--- config.mk ---
export PLATFORM = sky130hd
export DESIGN_NAME = mdio_mgmt_master
export DESIGN_NICKNAME = d
export VERILOG_FILES = /design/src/rtl/mdio_mgmt_master.sv
export SDC_FILE = /design/constraint.sdc
export NUM_CORES = 1
export LEC_CHECK = 0
export BUFFER_PORTS_ARGS = -buffer_cell sky130_fd_sc_hd__buf_4
export CELL_PAD_IN_SITES_DETAIL_PLACEMENT = 0
export CELL_PAD_IN_SITES_GLOBAL_PLACEMENT = 1
export CORE_MARGIN = 5
export CORE_UTILIZATION = 40
export CTS_CLUSTER_SIZE = 40
export DETAILED_ROUTE_END_ITERATION = 10
export GPL_TIMING_DRIVEN = 0
export PLACE_DENSITY_LB_ADDON = 0.1
export SYNTH_ARGS = -nofsm -noshare
export SYNTH_HDL_FRONTEND = slang
export SYNTH_SLANG_ARGS = --single-unit
--- constraint.sdc ---
create_clock -name clk -period 2.15 [get_ports clk]
set_input_delay 0.215 -clock clk [delete_from_list [all_inputs] [get_ports clk]]
set_output_delay 0.215 -clock clk [all_outputs]
set_load 0.03 [all_outputs]
--- src/rtl/mdio_mgmt_master.sv ---
module mdio_mgmt_master #(
  parameter int ADDR_W = 12,
  parameter logic [ADDR_W-1:0] CTRL_OFS = 12'h128,
  parameter logic [ADDR_W-1:0] DATA_OFS = 12'h12C,
  parameter int DIV_W = 7,
  parameter int PRE_LEN = 32
) (
  input  logic              clk,
  input  logic              rst_n,
  input  logic [ADDR_W-1:0] bus_addr,
  input  logic              bus_wr,
  input  logic [31:0]       bus_wdata,
  output logic [31:0]       bus_rdata,
  input  logic              layout_legacy,
  output logic              mdc,
  output logic              mdio_o,
  output logic              mdio_oe,
  input  logic              mdio_i
);
  localparam int TOT   = PRE_LEN + 32;
  localparam int CNT_W = $clog2(TOT + 1);

  logic [DIV_W-1:0] div_q, half_q;
  logic             pre_q, done_q, busy, is_read, mdc_q;
  logic [31:0]      data_q, frame_q;
  logic [DIV_W:0]   tick_q;
  logic [CNT_W-1:0] bit_cnt;
  logic [15:0]      rsh_q;

  wire ctrl_wr = bus_wr && (bus_addr == CTRL_OFS);
  wire data_wr = bus_wr && (bus_addr == DATA_OFS);
  wire launch  = data_wr && !busy && bus_wdata[30];

  wire [DIV_W-1:0] div_eff = (div_q == '0) ? DIV_W'(1) : div_q;
  wire half_end = busy && (tick_q == {1'b0, half_q});
  wire rise = half_end && !mdc_q;
  wire fall = half_end && mdc_q;
  wire last_bit = (bit_cnt == CNT_W'(TOT - 1));
  wire in_pre = (bit_cnt < CNT_W'(PRE_LEN));
  wire [CNT_W-1:0] fpos = bit_cnt - CNT_W'(PRE_LEN);
  wire in_data = !in_pre && (fpos >= CNT_W'(16));
  wire released = is_read && !in_pre && (fpos >= CNT_W'(14));

  wire [4:0] phy_f = layout_legacy ? bus_wdata[26:22] : bus_wdata[27:23];
  wire [4:0] reg_f = layout_legacy ? {1'b0, bus_wdata[21:18]} : bus_wdata[22:18];
  wire [1:0] op_f  = bus_wdata[29] ? 2'b10 : 2'b01;
  wire [31:0] frame_d = {2'b01, op_f, phy_f, reg_f, 2'b10, bus_wdata[15:0]};

  assign mdc     = mdc_q;
  assign mdio_o  = !busy || in_pre || frame_q[5'd31 - fpos[4:0]];
  assign mdio_oe = busy && !released;

  always_comb begin
    bus_rdata = '0;
    if (bus_addr == CTRL_OFS)
      bus_rdata = {{(31-DIV_W-1){1'b0}}, done_q, pre_q, div_q};
    else if (bus_addr == DATA_OFS)
      bus_rdata = data_q;
  end

  always_ff @(posedge clk or negedge rst_n) begin
    if (!rst_n) begin
      div_q   <= '0;
      pre_q   <= 1'b0;
      done_q  <= 1'b0;
      data_q  <= '0;
      busy    <= 1'b0;
      is_read <= 1'b0;
      mdc_q   <= 1'b0;
      half_q  <= '0;
      tick_q  <= '0;
      bit_cnt <= '0;
      frame_q <= '0;
      rsh_q   <= '0;
    end else begin
      if (ctrl_wr) begin
        div_q <= bus_wdata[DIV_W-1:0];
        pre_q <= bus_wdata[DIV_W];
      end
      if (data_wr && !busy)
        data_q <= bus_wdata;
      if (launch) begin
        busy    <= 1'b1;
        done_q  <= 1'b0;
        is_read <= bus_wdata[29];
        half_q  <= div_eff;
        tick_q  <= '0;
        mdc_q   <= 1'b0;
        bit_cnt <= pre_q ? '0 : CNT_W'(PRE_LEN);
        frame_q <= frame_d;
        rsh_q   <= '0;
      end else if (busy) begin
        tick_q <= half_end ? '0 : tick_q + 1'b1;
        if (half_end)
          mdc_q <= ~mdc_q;
        if (rise && is_read && in_data)
          rsh_q <= {rsh_q[14:0], mdio_i};
        if (fall) begin
          if (last_bit) begin
            busy   <= 1'b0;
            done_q <= 1'b1;
            if (is_read)
              data_q[15:0] <= rsh_q;
          end else begin
            bit_cnt <= bit_cnt + 1'b1;
          end
        end
      end
    end
  end
endmodule

==> metrics.md <==
| Metric | Value |
|---|---|
| Seq/Total Area, Yosys | `about half` |
| Antenna violations before repair | `0` |
| CP max FO | `5` |
| CTS Sinks | `between 100 and 150` |
| Routed WL | `13.5 mm` |
| Max cap viols | `0` |
| Initial DRC count | `239` |
| Failing checks | `negative setup slack` |
| Core area | `~0.013 mm2` |
| Syn. warnings | `0` |
| DP HPWL | `10.1 mm` |
| Mean Syn Cell Area | `between 10 and 15 um2` |
| Bufs on Longest Clock Path | `2` |
| Most Frequent Cell on Critical Path | `buf_4` |
| DR WL/cell | `between 15 and 20 um` |
| RSZ-0062 raised after global routing | `yes` |
| Post-synth EDFFs | `0` |
| Syn Nets | `about 580` |
| Sequential cell area | `between 0.002 and 0.003 mm2` |
| Num rows | `42` |
| Critical Path Stages | `6` |
| Fin. Hold Viols | `0` |
| First-pass GRT wire length | `22.2 mm` |
| Clock insertion delay at the later pin of the skew report | `between 300 and 400 ps` |
| Area taken by multi-input logic gates | `approximately 0.0026 mm2` |
| DIE AREA | `approximately 0.016 mm2` |
| Count of input and output buffers | `80` |
| Worst hold path type | `input port to flop` |
| Routability Congestion | `0.821` |
| Top delay family on crit path | `multiplexers` |
| Root buffer cell | `clkbuf_16` |
| Pwr Density | `approximately 590 mW/mm2` |
| Worst r2r path cells | `6` |
| Final period utilization | `105%` |
| Outcome | `finished, violations left` |
| Drt pass-1 iters | `4` |
| Fin crit period | `about 2300 ps` |
| Core Util, Final | `slightly above 50%` |
| Initial cell density of the core | `between 40% and 50%` |
| Mapped cell area | `0.00544 mm2` |
| Clock skew | `about 7.3 ps` |
| R2r startpoint | `bit_cnt[3]` |
| Via count | `4190` |
| Slowest stage delay, CP | `slightly above 500 ps` |
| Power consumption | `between 4 and 5 mW` |
| Setup crit start | `bit_cnt[0]` |
| Worst Setup End Kind | `output pin` |
| Final net count | `~690` |
| Share of layout cells above drive strength 1 | `around 28%` |
| # diodes | `0` |
| Total track usage | `between 10% and 20%` |
| Number of antenna-violating nets in the routed design | `0` |
| CP endpoint | `mdio_o` |
| Fmax | `around 440 MHz` |
| Path type of the worst setup path | `flop to output pin` |
| Chip width | `between 100 and 150 um` |
| Cells after Synth | `around 530` |
| Worst slew pin tran | `566 ps` |
| Most frequent cells in the layout | `dfrtp_1, nand2_1, buf_4` |
| # IOs | `between 80 and 90` |
| Worst R2R End | `rsh_q[15]` |
| Ys async rst share | `between 90% and 100%` |
| Largest net degree at the start of global routing | `roughly 110` |
| Slew Limit Fails | `0` |
| Setup ws final | `-113 ps` |
| CP Cell Sequence | `buf_4 -> mux4_2 -> o21ai_2 -> and4b_1 -> a311oi_2 -> buf_4` |
| Synthesis-stage register bit count | `110` |
| Flop-to-flop setup slack | `90 ps` |
| Startpoint Class | `flop` |
| CP bufs+invs | `2` |
| CTS tree | `yes` |
| Worst Path Arrival | `2050 ps` |
| Avg Vias per Cell | `slightly above 5` |
| Grt total ovfl | `0` |
| Leakage | `around 3.5 nW` |
| Worst-path clk slew | `about 70 ps` |
| Post-synth top flop | `dfrtp_1` |
| Maximum VDD drop | `~0.35 mV` |
| Die height | `127 um` |
| FILL cells | `between 1k and 1.5k` |
| WHS Path Cells | `3` |
| Worst EP required | `just under 2000 ps` |
| Number of remaining DRC errors | `0` |
| Worst path slowest cell | `mux4_2` |
| Distinct cells, synth | `54` |
| Slew headroom | `between 60% and 70%` |
| CTS buffer count | `9` |
| Commonest non-fill, non-tap cell in the layout | `dfrtp_1` |
| Area growth syn-to-layout | `25.9%` |
| Vias in the first global route | `between 4k and 5k` |
| Setup-failing EPs final | `1` |
| Final TNS setup | `-113 ps` |
| Clock H-tree levels | `3` |
## worst min path at each step
stage | from | to | slack (ps)
2_1_floorplan | rst_n | bit_cnt[0] | -80
3_3_place_gp | bus_wdata[31] | data_q[31] | 430
3_5_place_dp | bus_wdata[20] | frame_q[20] | 430
4_1_cts | bus_wdata[20] | frame_q[20] | 60
5_1_grt | bus_wdata[16] | data_q[16] | 70
6_report | bus_wdata[20] | frame_q[20] | 70
## metal layers
| layer | track usage [%] | vias to the layer above | routed length (um) |
|---|---|---|---|
| met5 | 0 | - | 0 |
| met4 | 3.03 | 0 | 88 |
| met3 | 4.62 | 9 | 644 |
| met2 | 28.7 | 77 | 6550 |
| met1 | 23.0 | 2058 | 6240 |
| li1 | - | 2046 | - |
## timing repair
action,in CTS,in global routing
hold buffers,0,1
buffers inserted,8,6
hold endpoints to repair,0,7
gates cloned,0,1
resized for setup,15,33
pin swaps,4,7
setup endpoints to repair,84,80
## flip-flops by register name (all words and copies together), names as in the netlist, 7 cells and up
| name | cells |
|---|---|
| data_q | 32 |
| div_q | 7 |
| frame_q | 29 |
| tick_q | 8 |
| rsh_q | 16 |
| half_q | 7 |
| bit_cnt | 7 |
## power breakdown
part	internal, mW	switching, mW	total (mW)
Clock	0.848	0.746	1.59
Sequential	2.11	0.0512	2.16
Combinational	0.126	0.153	0.279
Total	3.08	0.950	4.03
## worst min-delay path, stage by stage
cell	delay, ps
buf_4	90
nand2_1	40
nand2_1	50
## area by class of cell
type / instances / share of cell area, %
buffer: 25 / 2.06
clock buffer: 11 / 3.69
clock inverter: 4 / 0.457
inverter: 9 / 0.548
multi-input combinational: 381 / 38.3
sequential: 110 / 40.2
tap: 176 / 3.21
timing repair buffer: 97 / 11.5
## cells in the mapped netlist, types with 3 or more instances
master,n,area (um2)
dfrtp_1,110,2750
nand2_1,107,402
nor2_1,45,169
mux2i_1,41,410
a21oi_1,27,135
and3_1,27,169
clkbuf_1,16,60.1
mux2_1,13,146
o21ai_0,11,55.1
xor2_1,11,96.3
mux2_2,10,113
a22o_1,9,78.8
buf_2,9,45.0
inv_1,9,33.8
mux4_2,6,135
nand3_1,6,30.0
nand4_1,6,37.5
ha_1,5,62.6
nor4_1,5,31.3
or4_1,4,30.0
a211oi_1,3,22.5
nand3b_1,3,22.5
nor2b_1,3,18.8
xnor2_1,3,26.3
## through the flow
stage	cells	setup WS [ps]	hold WS [ps]	instance area [um2]
finish	813	-113	73.9	6850
global route	813	-222	74.7	6850
global placement	783	-398	431	6270
floorplan	527	148	-80.6	5450
CTS	805	-170	63.2	6670
detailed placement	783	-438	433	6270
## kinds of logic after synthesis
group                    synth area share, %
multiplexers                            14.8
AO/OA/AOI/OAI                           6.74
flip-flops                              50.6
adder cells (fa/ha/maj)                 1.15
AND/OR/NAND/NOR                         21.7
buffers and inverters                   2.76
XOR/XNOR                                2.25
No activity file was read; power rests on OpenSTA's default activity.
